## src/rtl/tmr_regif_pkg.sv

```systemverilog
package tmr_regif_pkg;
  localparam int unsigned BYTE_W = 8;
  localparam int unsigned CNT_W  = 2 * BYTE_W;
  localparam int unsigned MODE_W = 3;

  // access field; ACC_NONE doubles as "no count latched"
  typedef enum logic [1:0] {
    ACC_NONE = 2'd0,
    ACC_LO   = 2'd1,
    ACC_HI   = 2'd2,
    ACC_LOHI = 2'd3
  } acc_e;

  function automatic logic [MODE_W-1:0] fold_mode(input logic [MODE_W-1:0] m);
    return (m[2] & m[1]) ? {1'b0, m[1:0]} : m;
  endfunction
endpackage

```

## src/rtl/tmr_ctrl_dec.sv

```systemverilog
module tmr_ctrl_dec
  import tmr_regif_pkg::*;
#(
  parameter int unsigned NCH = 3
) (
  input  logic                    wr_i,
  input  logic [1:0]              addr_i,
  input  logic [BYTE_W-1:0]       wdata_i,
  output logic [NCH-1:0]          cfg_we_o,
  output logic [NCH-1:0]          lat_cnt_o,
  output logic [NCH-1:0]          lat_sts_o,
  output acc_e                    cfg_acc_o,
  output logic [MODE_W-1:0]       cfg_mode_o,
  output logic                    cfg_bcd_o
);
  logic       ctl_wr, rbk;
  logic [1:0] sel;

  assign ctl_wr     = wr_i && (addr_i == 2'd3);
  assign sel        = wdata_i[7:6];
  assign rbk        = (sel == 2'd3);
  assign cfg_acc_o  = acc_e'(wdata_i[5:4]);
  assign cfg_mode_o = fold_mode(wdata_i[3:1]);
  assign cfg_bcd_o  = wdata_i[0];

  for (genvar c = 0; c < NCH; c++) begin : g_ch
    logic hit, pick;
    assign hit  = ctl_wr && !rbk && (sel == 2'(c));
    assign pick = ctl_wr && rbk && wdata_i[1+c];
    assign cfg_we_o[c]  = hit && (cfg_acc_o != ACC_NONE);
    assign lat_cnt_o[c] = (hit && (cfg_acc_o == ACC_NONE)) || (pick && !wdata_i[5]);
    assign lat_sts_o[c] = pick && !wdata_i[4];
  end
endmodule

```

## src/rtl/tmr_chan_regs.sv

```systemverilog
module tmr_chan_regs
  import tmr_regif_pkg::*;
(
  input  logic              clk_i,
  input  logic              rst_ni,
  input  logic              cfg_we_i,
  input  acc_e              cfg_acc_i,
  input  logic [MODE_W-1:0] cfg_mode_i,
  input  logic              cfg_bcd_i,
  input  logic              lat_cnt_i,
  input  logic              lat_sts_i,
  input  logic              wr_i,
  input  logic              rd_i,
  input  logic [BYTE_W-1:0] wdata_i,
  input  logic [CNT_W-1:0]  live_i,
  input  logic              out_i,
  output logic [BYTE_W-1:0] rdata_o,
  output logic              load_o,
  output logic [CNT_W-1:0]  load_val_o,
  output logic [MODE_W-1:0] mode_o,
  output logic              bcd_o
);
  acc_e              acc_q, cl_st_q;
  logic [MODE_W-1:0] mode_q;
  logic              bcd_q, wr_hi_q, rd_hi_q, sp_q;
  logic [BYTE_W-1:0] lo_hold_q, sts_q;
  logic [CNT_W-1:0]  cl_val_q;

  assign mode_o = mode_q;
  assign bcd_o  = bcd_q;

  // status > latched count > live count
  always_comb begin
    if (sp_q)                    rdata_o = sts_q;
    else if (cl_st_q == ACC_HI)  rdata_o = cl_val_q[CNT_W-1 -: BYTE_W];
    else if (cl_st_q != ACC_NONE) rdata_o = cl_val_q[BYTE_W-1:0];
    else if (acc_q == ACC_HI || (acc_q == ACC_LOHI && rd_hi_q))
                                 rdata_o = live_i[CNT_W-1 -: BYTE_W];
    else                         rdata_o = live_i[BYTE_W-1:0];
  end

  always_ff @(posedge clk_i or negedge rst_ni) begin
    if (!rst_ni) begin
      acc_q      <= ACC_LO;
      mode_q     <= '0;
      bcd_q      <= 1'b0;
      wr_hi_q    <= 1'b0;
      rd_hi_q    <= 1'b0;
      lo_hold_q  <= '0;
      cl_st_q    <= ACC_NONE;
      cl_val_q   <= '0;
      sp_q       <= 1'b0;
      sts_q      <= '0;
      load_o     <= 1'b0;
      load_val_o <= '0;
    end else begin
      load_o <= 1'b0;
      if (cfg_we_i) begin
        acc_q   <= cfg_acc_i;
        mode_q  <= cfg_mode_i;
        bcd_q   <= cfg_bcd_i;
        wr_hi_q <= 1'b0;
        rd_hi_q <= 1'b0;
      end else begin
        if (wr_i) begin
          unique case (acc_q)
            ACC_HI: begin
              load_o     <= 1'b1;
              load_val_o <= {wdata_i, {BYTE_W{1'b0}}};
            end
            ACC_LOHI: begin
              if (wr_hi_q) begin
                load_o     <= 1'b1;
                load_val_o <= {wdata_i, lo_hold_q};
              end else begin
                lo_hold_q <= wdata_i;
              end
              wr_hi_q <= ~wr_hi_q;
            end
            default: begin
              load_o     <= 1'b1;
              load_val_o <= {{BYTE_W{1'b0}}, wdata_i};
            end
          endcase
        end
        if (rd_i) begin
          if (sp_q)                     sp_q    <= 1'b0;
          else if (cl_st_q == ACC_LOHI) cl_st_q <= ACC_HI;
          else if (cl_st_q != ACC_NONE) cl_st_q <= ACC_NONE;
          else if (acc_q == ACC_LOHI)   rd_hi_q <= ~rd_hi_q;
        end
      end
      if (lat_cnt_i && cl_st_q == ACC_NONE) begin
        cl_val_q <= live_i;
        cl_st_q  <= acc_q;
      end
      if (lat_sts_i && !sp_q) begin
        sp_q  <= 1'b1;
        sts_q <= {out_i, 1'b0, acc_q, mode_q, bcd_q};
      end
    end
  end
endmodule

```

## src/rtl/tmr_regif.sv

```systemverilog
module tmr_regif
  import tmr_regif_pkg::*;
#(
  parameter int unsigned NCH = 3
) (
  input  logic                    clk_i,
  input  logic                    rst_ni,
  input  logic [1:0]              addr_i,
  input  logic                    wr_i,
  input  logic                    rd_i,
  input  logic [BYTE_W-1:0]       wdata_i,
  output logic [BYTE_W-1:0]       rdata_o,
  input  logic [NCH*CNT_W-1:0]    live_cnt_i,
  input  logic [NCH-1:0]          chan_out_i,
  output logic [NCH-1:0]          load_o,
  output logic [NCH*CNT_W-1:0]    load_val_o,
  output logic [NCH*MODE_W-1:0]   mode_o,
  output logic [NCH-1:0]          bcd_o
);
  logic [NCH-1:0]    cfg_we, lat_cnt, lat_sts;
  acc_e              cfg_acc;
  logic [MODE_W-1:0] cfg_mode;
  logic              cfg_bcd;
  logic [BYTE_W-1:0] ch_rdata [NCH];

  tmr_ctrl_dec #(.NCH(NCH)) dec_i (
    .wr_i       (wr_i),
    .addr_i     (addr_i),
    .wdata_i    (wdata_i),
    .cfg_we_o   (cfg_we),
    .lat_cnt_o  (lat_cnt),
    .lat_sts_o  (lat_sts),
    .cfg_acc_o  (cfg_acc),
    .cfg_mode_o (cfg_mode),
    .cfg_bcd_o  (cfg_bcd)
  );

  for (genvar c = 0; c < NCH; c++) begin : g_ch
    logic sel;
    assign sel = (addr_i == 2'(c));
    tmr_chan_regs ch_i (
      .clk_i      (clk_i),
      .rst_ni     (rst_ni),
      .cfg_we_i   (cfg_we[c]),
      .cfg_acc_i  (cfg_acc),
      .cfg_mode_i (cfg_mode),
      .cfg_bcd_i  (cfg_bcd),
      .lat_cnt_i  (lat_cnt[c]),
      .lat_sts_i  (lat_sts[c]),
      .wr_i       (wr_i && sel),
      .rd_i       (rd_i && !wr_i && sel),  // write wins a collision
      .wdata_i    (wdata_i),
      .live_i     (live_cnt_i[c*CNT_W +: CNT_W]),
      .out_i      (chan_out_i[c]),
      .rdata_o    (ch_rdata[c]),
      .load_o     (load_o[c]),
      .load_val_o (load_val_o[c*CNT_W +: CNT_W]),
      .mode_o     (mode_o[c*MODE_W +: MODE_W]),
      .bcd_o      (bcd_o[c])
    );
  end

  always_comb begin
    rdata_o = '0;
    for (int c = 0; c < NCH; c++)
      if (rd_i && addr_i == 2'(c)) rdata_o = ch_rdata[c];
  end
endmodule

```

## config.mk

```make
export PLATFORM = sky130hd
export DESIGN_NAME = tmr_regif
export DESIGN_NICKNAME = d
export VERILOG_FILES = /design/src/rtl/tmr_regif_pkg.sv /design/src/rtl/tmr_ctrl_dec.sv /design/src/rtl/tmr_chan_regs.sv /design/src/rtl/tmr_regif.sv
export SDC_FILE = /design/constraint.sdc
export NUM_CORES = 1
export LEC_CHECK = 0
export BUFFER_PORTS_ARGS = -buffer_cell sky130_fd_sc_hd__clkbuf_2
export CAP_MARGIN = 20
export CELL_PAD_IN_SITES_DETAIL_PLACEMENT = 0
export CELL_PAD_IN_SITES_GLOBAL_PLACEMENT = 2
export CORE_UTILIZATION = 33
export DETAILED_ROUTE_END_ITERATION = 16
export PLACE_DENSITY = 0.85
export SLEW_MARGIN = 20
export SYNTH_ARGS = -nofsm -noshare
export SYNTH_HDL_FRONTEND = slang
export SYNTH_HIERARCHICAL = 1
export SYNTH_SLANG_ARGS = --single-unit
```

## constraint.sdc

```tcl
create_clock -name clk_i -period 1.6 [get_ports clk_i]
set_clock_uncertainty 0.1 [all_clocks]
set_input_delay 0.16 -clock clk_i [delete_from_list [all_inputs] [get_ports clk_i]]
set_output_delay 0.16 -clock clk_i [all_outputs]
set_load 0.03 [all_outputs]
```

Word level (Yosys, flattened, before mapping)
Cells that the tools add are included.

word-level totals
  logic and storage cells = 272
  register bits = 177
  output and inout bits = 71

operators by class
  bitwise operators = 10
  equality and inequality tests = 39
  muxes and demuxes = 88
  reductions and logical operators = 99

operator list
  cell                                                                    count
  8-bit two-way mux                                                       15
  16-bit one-hot mux with 2 select lines                                  3
  1-bit two-way mux                                                       48
  16-bit two-way mux                                                      3
  1-bit logical AND                                                       40
  2-bit nonzero test                                                      19
  2-bit two-way mux                                                       18
  2-bit equality test (second input constant)                             16
  2-bit by 1-bit != test with 1-bit output (second input constant)        12
  4-bit AND reduction                                                     6
  2-bit != test (second input constant)                                   9
  5-bit AND reduction                                                     3
  2-bit zero test                                                         6
  2-bit AND reduction                                                     6
  1-bit inverter                                                          9
  3-bit AND reduction                                                     3
  3-bit nonzero test                                                      3
  1-bit zero test                                                         7
  1-bit logical OR                                                        6
  2-bit by 1-bit equality test with 1-bit output (second input constant)  2
  3-bit two-way mux                                                       1
  1-bit AND                                                               1

Logic depth before layout (Yosys ltp)
Gate-level depths: netlist (run 1).

  depth after elaboration = 10
  depth in mapped cells = 7
  gate-level depth less buffers = 7

Cells and area by module
The synthesis (run 1) kept the hierarchy.

modules (own cells, without submodules)
  module         area each (µm²)  sequential area each (µm²)  times used  cells an instance
  tmr_chan_regs  2,662.6          1,477.7                     3           243
  tmr_regif      306.5            0.0                         1           43
  tmr_ctrl_dec   180.2            0.0                         1           29

Worst setup path before layout (run 1)
Ideal clock, no wire load.

  path type = register -> output
  start = register g_ch[1].ch_i.acc_q[0]
  end = output rdata_o[0]
  cell stages (with the launch flop) = 8
  arrival time = 1.657 ns
  slack = -0.317 ns
  path through = dfstp_2 inv_1 o21ai_2 nand3_1 a32oi_1 mux2i_1 o21ai_0 and2_1

RTL lines
  item                    line                 source
  start, declared         tmr_chan_regs.sv:23  acc_e acc_q, cl_st_q;
  start signal, assigned  tmr_chan_regs.sv:59  acc_q <= cfg_acc_i;
  end, declared           tmr_regif.sv:12      output logic [BYTE_W-1:0] rdata_o,

==> flow_metrics.py, run 1 <==
metrics = {
    "setup_path": {
        "worst_setup_path_start_kind": "flip-flop",
        "crit_arrival_ns": 2.34,
        "crit_chain": "inv_2 > o21ai_4 > buf_12 > nand3_1 > a32oi_2 > mux2i_1 > o21ai_1 > and2_4 > buf_6",
        "cp_data_required_time_ns": 1.34,
        "slowest_stage": "dfstp_2",
        "slowest_delay_ns": 0.54,
        "crit_family": "compound AO/OA/AOI/OAI gates",
        "worst_setup_path_end_kind": "output port",
        "timing_worst_setup_path_type": "flip-flop to output port",
        "crit_buf_inv": 3,
        "crit_fanout": 7,
    },
    "yosys": {
        "syn_inst": 801,
        "synth-seq-cells": 177,
        "syn_area_mm2": 0.00847,
        "ys_top_cells_by_count": "dfrtp_1, nand2_1, o21ai_0, mux2_2, nand3_1",
        "synth.most_common_cell": "dfrtp_1",
        "synth_top_flop_cell": "dfrtp_1",
        "seq_area_frac_synth_pct": 52.3,
        "synth_fp_nets": 866,
        "synth_edf_count": 0,
        "yosysUniqueCellTypes": 43,
        "syn_avg_cell_area_um2": 10.6,
        "yosys-top-cells-area": "dfrtp_1, mux2_2, nand2_1",
        "synth_top_area_share_pct": 51.4,
        "ys_warn_count": 6,
        "ys_async_sr_fraction_pct": 100,
        "yosysTopAreaCell": "dfrtp_1",
    },
    "timing": {
        "finalCritPeriodShare_pct": 163,
        "fin_ws_ns": -1.00,
        "fmax_mhz": 384,
        "hold_ws_ns": 0.0874,
        "worst_pin_slew_ns": 0.453,
        "rsz0062_at_grt": "true",
        "setup_viol": 99,
        "finalHoldViolCount": 0,
        "relSlewSlack_pct": 69.7,
        "final.min_clock_period_ns": 2.60,
        "slew_viol_final": 0,
    },
    "clock_network": {
        "numCtsBuffers": 17,
        "htreeDepth": 4,
        "clockBufferDepth": 2,
        "cts.sinks": 177,
        "clock_latency_ns": 0.43,
        "path_clk_slew_ns": 0.07,
        "cts_tree": "yes",
        "cts_root_buf": "clkbuf_16",
    },
    "route": {
        "route.layer.met1.wl_mm": 13.0,
        "dr_total_vias": 7383,
        "postRouteAntennaNets": 0,
        "dr_wl_met3_mm": 1.18,
        "drt_iter0_drc": 550,
        "wl_mm": 28.1,
        "post-route-drc-count": 0,
        "dr.max_layer_used": "met4",
        "drt_pre_antenna_iters": 5,
        "wl_met2_mm": 13.3,
        "wl_per_cell_um": 19.4,
        "viasPerCell": 5.11,
    },
    "pwr": {
        "p_leak_nw": 6.04,
        "power_frac_comb_pct": 36.6,
        "p_clk_share_pct": 25.9,
        "design_power_total_w": 0.0173,
        "powerDensity_mw_per_mm2": 1330,
        "internal-power_w": 0.0112,
        "vdd_drop_max_v": 0.000673,
        "switching_power_w": 0.00605,
        "seqPwrFrac_pct": 37.5,
        "switching_share_pct": 35.0,
    },
    "global_route": {
        "grt_use_total_pct": 21.1,
        "antenna_found_initial": 1,
        "grt_pass1_vias": 7436,
        "overflow": 0,
        "grt_start_max_net_pins": 50,
        "grt_pass1_wl_mm": 42.4,
    },
    "min_path": {
        "worstHoldPathType": "primary input to flip-flop",
    },
    "floorplan": {
        "ioPinCount": 136,
        "core_mm2": 0.0252,
        "start_util_pct": 33.7,
        "rows": 58,
        "dieArea_mm2": 0.0263,
        "die_h_um": 162,
        "die_x_um": 162,
    },
    "run_status": {
        "violations": "setup timing",
        "outcome": "finished, violations left",
    },
    "place": {
        "place_ws_ns": -0.539,
        "place_congestion": 0.829,
        "dp_hpwl_mm": 17.3,
        "port_buffers": 135,
    },
    "cells_and_area": {
        "fin_util_pct": 51.6,
        "finalNetCount": 1166,
        "final_layout_size_suffix_gt1_share_pct": 45.5,
        "fillCellCount": 2246,
        "area_growth_pct": 53.2,
    },
    "run": {
        "max_cap_viol_count": 0,
    },
}
cell usage in the layout, fill, tap and decap left out, drive strengths merged, types with 4 or more instances in the layout:
| cell | netlist | routed |
|---|---|---|
| nor3 | 7 | 7 |
| dlygate4sd3 | 0 | 52 |
| nand3b | 9 | 9 |
| nand2b | 4 | 4 |
| nand2 | 116 | 116 |
| o21ai | 89 | 89 |
| a21oi | 24 | 24 |
| mux2 | 87 | 87 |
| and2 | 14 | 15 |
| mux2i | 11 | 11 |
| nor3b | 6 | 6 |
| inv | 35 | 43 |
| a221oi | 21 | 21 |
| clkbuf | 21 | 156 |
| dfrtp | 174 | 174 |
| nor2b | 33 | 33 |
| nor2 | 13 | 13 |
| a32oi | 21 | 21 |
| buf | 33 | 141 |
| nand3 | 44 | 44 |
| or3 | 4 | 4 |
metal layers:
layer	vias up	global-route usage [%]
li1	3435	-
met1	3701	29.6
met2	212	33.4
met3	35	3.24
met4	0	6.56
met5	-	0
power groups by stage:
stage | combinational, W | sequential (W) | clock [W]
finish | 0.00631 | 0.00648 | 0.00447
global route | 0.00678 | 0.00660 | 0.00473
CTS | 0.00576 | 0.00640 | 0.00456
detailed placement | 0.00490 | 0.00644 | 0
global placement | 0.00481 | 0.00640 | 0
floorplan | 0.00238 | 0.00702 | 0
kinds of logic after synthesis:
logic type / Yosys count / synth area share [%]
AOI/OAI and AO/OA: 174 / 12.9
xor gates and xnor gates: 6 / 0.620
buffers and inverters: 89 / 5.03
DFF: 177 / 52.3
muxes: 98 / 13.9
and+or+nand+nor: 257 / 15.2
flip-flops by register name, indices dropped and copies added, names as in the netlist:
| register | count |
|---|---|
| g_ch.ch_i/wr_hi_q | 3 |
| g_ch.ch_i/sp_q | 3 |
| g_ch.ch_i/cl_st_q | 6 |
| g_ch.ch_i/bcd_o | 3 |
| g_ch.ch_i/sts_q | 21 |
| g_ch.ch_i/acc_q | 6 |
| g_ch.ch_i/load_val_o | 48 |
| g_ch.ch_i/rd_hi_q | 3 |
| g_ch.ch_i/mode_o | 9 |
| g_ch.ch_i/lo_hold_q | 24 |
| g_ch.ch_i/load_o | 3 |
| g_ch.ch_i/cl_val_q | 48 |
stage by stage:
step                std cells  setup TNS, ns  cell area (um2)
floorplan                 801          -1.68             8600
global placement         1314         -32.23            10300
detailed placement       1314         -34.41            10300
CTS                      1422         -10.80            12300
global route             1445         -21.20            13000
finish                   1445         -15.46            13000
worst paths after layout:
check / endpoint / from / slack, ns / depth (start not counted)
worst max register to register: g_ch[0].ch_i/load_val_o[13]$_DFFE_PN0P_ / g_ch[0].ch_i/acc_q[1]$_DFFE_PN0P_ / -0.21 / 10
worst min register to register: g_ch[1].ch_i/load_val_o[1]$_DFFE_PN0P_ / g_ch[1].ch_i/load_val_o[1]$_DFFE_PN0P_ / 0.38 / 2
worst min-delay path: g_ch[2].ch_i/acc_q[0]$_DFFE_PN1P_ / wdata_i[4] / 0.09 / 4
min in group asynchronous: g_ch[2].ch_i/load_val_o[10]$_DFFE_PN0P_ / rst_ni / 0.12 / 2
max in group asynchronous: g_ch[2].ch_i/acc_q[0]$_DFFE_PN1P_ / rst_ni / 0.61 / 3
worst max-delay path: rdata_o[5] / g_ch[1].ch_i/acc_q[0]$_DFFE_PN1P_ / -1.00 / 9
layout make-up:
| class | count | area (um2) | share of cell area [%] |
|---|---|---|---|
| Clock buffer | 17 | 425 | 3.28 |
| Inverter | 35 | 131 | 1.01 |
| Tap cell | 330 | 413 | 3.18 |
| Sequential cell | 177 | 4440 | 34.2 |
| Multi-Input combinational cell | 536 | 4310 | 33.2 |
| Timing Repair Buffer | 334 | 3070 | 23.6 |
| Antenna cell | 1 | 2.50 | 0.0193 |
| Clock inverter | 15 | 195 | 1.50 |
worst register-to-register path: cells and delay by family (launching register included):
kind                   cells  cell delay, ns
AO/OA/AOI/OAI              2            0.36
buffers and inverters      6            0.79
AND/OR/NAND/NOR            2            0.11
flip-flops                 1            0.39
repair_timing:
action / in CTS / in global routing
cloned: 10 / 12
pin swaps: 14 / 36
buffers inserted: 14 / 16
hold endpoints to repair: 225 / 0
endpoints found under the setup margin: 129 / 118
resized for setup: 130 / 120
hold buffers: 52 / 0
No activity file was read; power rests on OpenSTA's default activity.
==> run 2: changes to the inputs <==
--- a/config.mk
+++ b/config.mk
@@ -5,11 +5,12 @@
 export SDC_FILE = /design/constraint.sdc
 export NUM_CORES = 1
 export LEC_CHECK = 0
+export ABC_AREA = 1
 export BUFFER_PORTS_ARGS = -buffer_cell sky130_fd_sc_hd__clkbuf_2
 export CAP_MARGIN = 20
 export CELL_PAD_IN_SITES_DETAIL_PLACEMENT = 0
 export CELL_PAD_IN_SITES_GLOBAL_PLACEMENT = 2
-export CORE_UTILIZATION = 33
+export CORE_UTILIZATION = 30
 export DETAILED_ROUTE_END_ITERATION = 16
 export PLACE_DENSITY = 0.85
 export SLEW_MARGIN = 20
==> constraint.sdc (replaced) <==
create_clock -name clk_i -period 1.6 [get_ports clk_i]
set_clock_uncertainty 0.1 [all_clocks]
set_input_delay 0.16 -clock clk_i [delete_from_list [all_inputs] [get_ports clk_i]]
set_output_delay 0.16 -clock clk_i [all_outputs]
set_load 0.01 [all_outputs]
==> run 2 against run 1 <==
Compared with the run above:
- the run still ends with setup timing left
- first-iteration DRC count fell by 11%
- hold slack got worse by 0.063 ns
- synthesized cell count rose by 36%
- sequential cell count did not move
- core utilization fell by 8.9 points
- clock power fell by 9.2%
- critical path type unchanged
==> flow_metrics.py, run 2 <==
metrics = {
    "cells_and_area": {
        "final_layout_size_suffix_gt1_share_pct": 28.2,
        "antennaDiodeCount": 0,
        "final_common_cell": "nand2_1",
        "fillCellCount": 2911,
        "top_regs": "g_ch.ch_i/cl_val_q: 48 flops, g_ch.ch_i/load_val_o: 48 flops, g_ch.ch_i/lo_hold_q: 24 flops",
        "mostFrequentLayoutCells": "nand2_1, dfrtp_1, clkbuf_2",
        "finalNetCount": 1429,
        "area_growth_pct": 39.5,
    },
    "setup_path": {
        "worst_setup_path_start_kind": "flip-flop",
        "cp_data_required_time_ns": 1.34,
        "crit_family": "flip-flops",
        "slowest_delay_ns": 0.55,
        "worstReg2RegEnd": "g_ch[1].ch_i/load_val_o[7]$_DFFE_PN0P_",
        "crit_top_cell": "nand3_2",
        "reg2reg_depth": 8,
        "timing_worst_setup_path_type": "flip-flop to output port",
        "worst_setup_path_end_kind": "output port",
        "timing.reg2reg.setup_slack_ns": -0.02,
        "worstReg2RegStart": "g_ch[1].ch_i/acc_q[1]$_DFFE_PN0P_",
        "crit_chain": "nand2_4 > buf_12 > nand3_2 > nand3_2 > a21oi_2 > nand4_1 > nand3_2 > buf_6",
        "crit_buf_inv": 2,
        "crit_fanout": 7,
        "slowest_stage": "dfstp_2",
        "crit_arrival_ns": 1.92,
    },
    "yosys": {
        "synthXorXnorAreaFrac_pct": 0,
        "synth_adder_area_share_pct": 0,
        "ys_top_cells_by_count": "nand2_1, dfrtp_1, o21ai_0, inv_1, nand3_1",
        "syn_inst": 1091,
        "synth-seq-cells": 177,
        "synth_top_flop_cell": "dfrtp_1",
        "synth.most_common_cell": "nand2_1",
        "synth.area.mux_share_pct": 0.383,
        "yosysUniqueCellTypes": 23,
        "synth_top_family_by_area": "simple AND/OR/NAND/NOR gates",
        "synth_edf_count": 0,
        "synth_top_area_share_pct": 49.4,
        "synth-simple-area-share_pct": 25.4,
        "synth_fp_nets": 1156,
        "seq_area_frac_synth_pct": 50.3,
        "syn_avg_cell_area_um2": 8.08,
        "yosysTopAreaCell": "dfrtp_1",
        "ys_warn_count": 6,
        "syn_area_mm2": 0.00881,
        "synth_compound_area_share_pct": 13.8,
        "ys_async_sr_fraction_pct": 100,
        "yosys-top-cells-area": "dfrtp_1, nand2_1, o21ai_0",
    },
    "timing": {
        "setup_viol": 10,
        "slew_viol_final": 0,
        "fmax_mhz": 460,
        "finalHoldViolCount": 0,
        "final.min_clock_period_ns": 2.18,
        "worst_pin_slew_ns": 0.481,
        "finalCritPeriodShare_pct": 136,
        "fin_ws_ns": -0.576,
        "rsz0062_at_grt": "true",
        "relSlewSlack_pct": 67.8,
        "hold_ws_ns": 0.0244,
        "fin_tns_setup_ns": -4.31,
    },
    "min_path": {
        "min_path_cells": 4,
        "min_to": "g_ch[2].ch_i/acc_q[1]$_DFFE_PN0P_",
        "worstHoldStart": "wdata_i[5]",
        "worstHoldPathType": "primary input to flip-flop",
    },
    "clock_network": {
        "htreeDepth": 4,
        "clock_latency_ns": 0.42,
        "path_clk_slew_ns": 0.07,
        "cts_root_buf": "clkbuf_16",
        "cts.sinks": 177,
        "clockBufferDepth": 2,
        "numCtsBuffers": 17,
        "cts_tree": "yes",
    },
    "route": {
        "postRouteAntennaNets": 0,
        "drt_iter0_drc": 490,
        "viasPerCell": 4.71,
        "dr_total_vias": 8300,
        "drt_pre_antenna_iters": 5,
        "post-route-drc-count": 0,
        "wl_mm": 28.4,
        "wl_per_cell_um": 16.1,
    },
    "pwr": {
        "power_frac_comb_pct": 34.6,
        "vdd_drop_max_v": 0.000730,
        "switching_share_pct": 36.1,
        "seqPwrFrac_pct": 40.9,
        "p_leak_nw": 6.30,
        "p_clk_share_pct": 24.5,
        "powerDensity_mw_per_mm2": 1340,
        "internal-power_w": 0.0106,
        "design_power_total_w": 0.0165,
        "switching_power_w": 0.00597,
    },
    "floorplan": {
        "ioPinCount": 136,
        "die_x_um": 173,
        "rows": 62,
        "dieArea_mm2": 0.0301,
        "die_h_um": 173,
        "core_mm2": 0.0288,
        "start_util_pct": 30.6,
    },
    "global_route": {
        "grt_use_total_pct": 18.8,
        "grt_pass1_wl_mm": 44.3,
        "antenna_found_initial": 1,
        "grt_pass1_vias": 8065,
        "overflow": 0,
        "grt_start_max_net_pins": 54,
    },
    "place": {
        "dp_hpwl_mm": 19.9,
        "port_buffers": 135,
        "place_congestion": 0.841,
    },
    "run": {
        "max_cap_viol_count": 0,
    },
    "run_status": {
        "outcome": "finished, violations left",
        "violations": "setup timing",
    },
}
-- run 2: cell count changes after synthesis, moves of 18 or more --
cell,previous run,this run
nand3_1,44,73
a21oi_1,24,42
nand2_1,116,335
nor2_1,10,34
o21ai_0,77,135
mux2_2,63,3
nor2b_1,33,0
inv_1,35,127
a32oi_1,21,0
o31ai_1,3,24
mux2_4,24,0
nand4_1,0,19
a221oi_1,21,0
-- run 2: repair_timing --
action	in CTS	in global routing
endpoints found under the setup margin	17	102
endpoints found under the hold margin	227	0
gates resized for setup	27	82
pin swaps	23	20
hold buffers	53	0
buffers inserted	4	14
gates cloned	1	7
-- run 2: routing by layer --
layer / up-vias / routed length (um) / global-route usage, %
met5: - / 10 / 0
met4: 2 / 529 / 5.94
met3: 39 / 1180 / 3.05
met2: 214 / 13000 / 29.0
met1: 3997 / 13700 / 26.8
li1: 4048 / - / -
-- run 2: stage by stage --
step                instance area [um2]  instances  util (%)  worst slack, ns
floorplan                          8810       1091         -           0.0606
global placement                  10500       1653      36.3           -0.223
detailed placement                10500       1653      36.3           -0.233
CTS                               11700       1743      40.6           -0.592
global route                      12300       1761      42.7           -0.667
finish                            12300       1761      42.7           -0.576
-- run 2: cell type report --
class,instances,area (um2),area share [%]
inverters,135,524,4.27
well taps,384,480,3.91
repair buffers,300,2450,19.9
clock inverters,9,72.6,0.590
multi-input cells,733,3840,31.2
clock buffers,23,488,3.97
flip-flops and latches,177,4440,36.1
-- run 2: power groups by stage --
| stage | Clock (W) | Sequential [W] | Combinational [W] |
|---|---|---|---|
| floorplan | 0 | 0.00684 | 0.00256 |
| global placement | 0 | 0.00676 | 0.00481 |
| detailed placement | 0 | 0.00677 | 0.00488 |
| CTS | 0.00414 | 0.00672 | 0.00517 |
| global route | 0.00432 | 0.00689 | 0.00636 |
| finish | 0.00406 | 0.00676 | 0.00572 |
-- run 2: cells by family (layout without fill, tap and decap cells) --
logic type	after synthesis	after routing
muxes	3	3
buffers and inverters	184	467
DFF	177	177
and+or+nand+nor	502	505
AOI/OAI and AO/OA	225	225
-- run 2: tightest hold or removal path: stages --
cell and delay [ns]:
clkbuf_2 0.12, buf_4 0.13, nand2_1 0.05, o21ai_0 0.05
-- run 2: how the worst max path moves through the flow --
stage,start,end,slack (ns),cells after the start
2_1_floorplan,g_ch[2].ch_i/acc_q[0]$_DFFE_PN1P_,rdata_o[2],0.06,9
4_1_cts,g_ch[2].ch_i/acc_q[0]$_DFFE_PN1P_,rdata_o[5],-0.59,8
5_1_grt,g_ch[2].ch_i/acc_q[0]$_DFFE_PN1P_,rdata_o[5],-0.67,8
6_report,g_ch[2].ch_i/acc_q[0]$_DFFE_PN1P_,rdata_o[5],-0.58,8
3_3_place_gp,g_ch[2].ch_i/rd_hi_q$_DFFE_PN0P_,rdata_o[6],-0.22,9
3_5_place_dp,g_ch[2].ch_i/acc_q[0]$_DFFE_PN1P_,rdata_o[5],-0.23,8
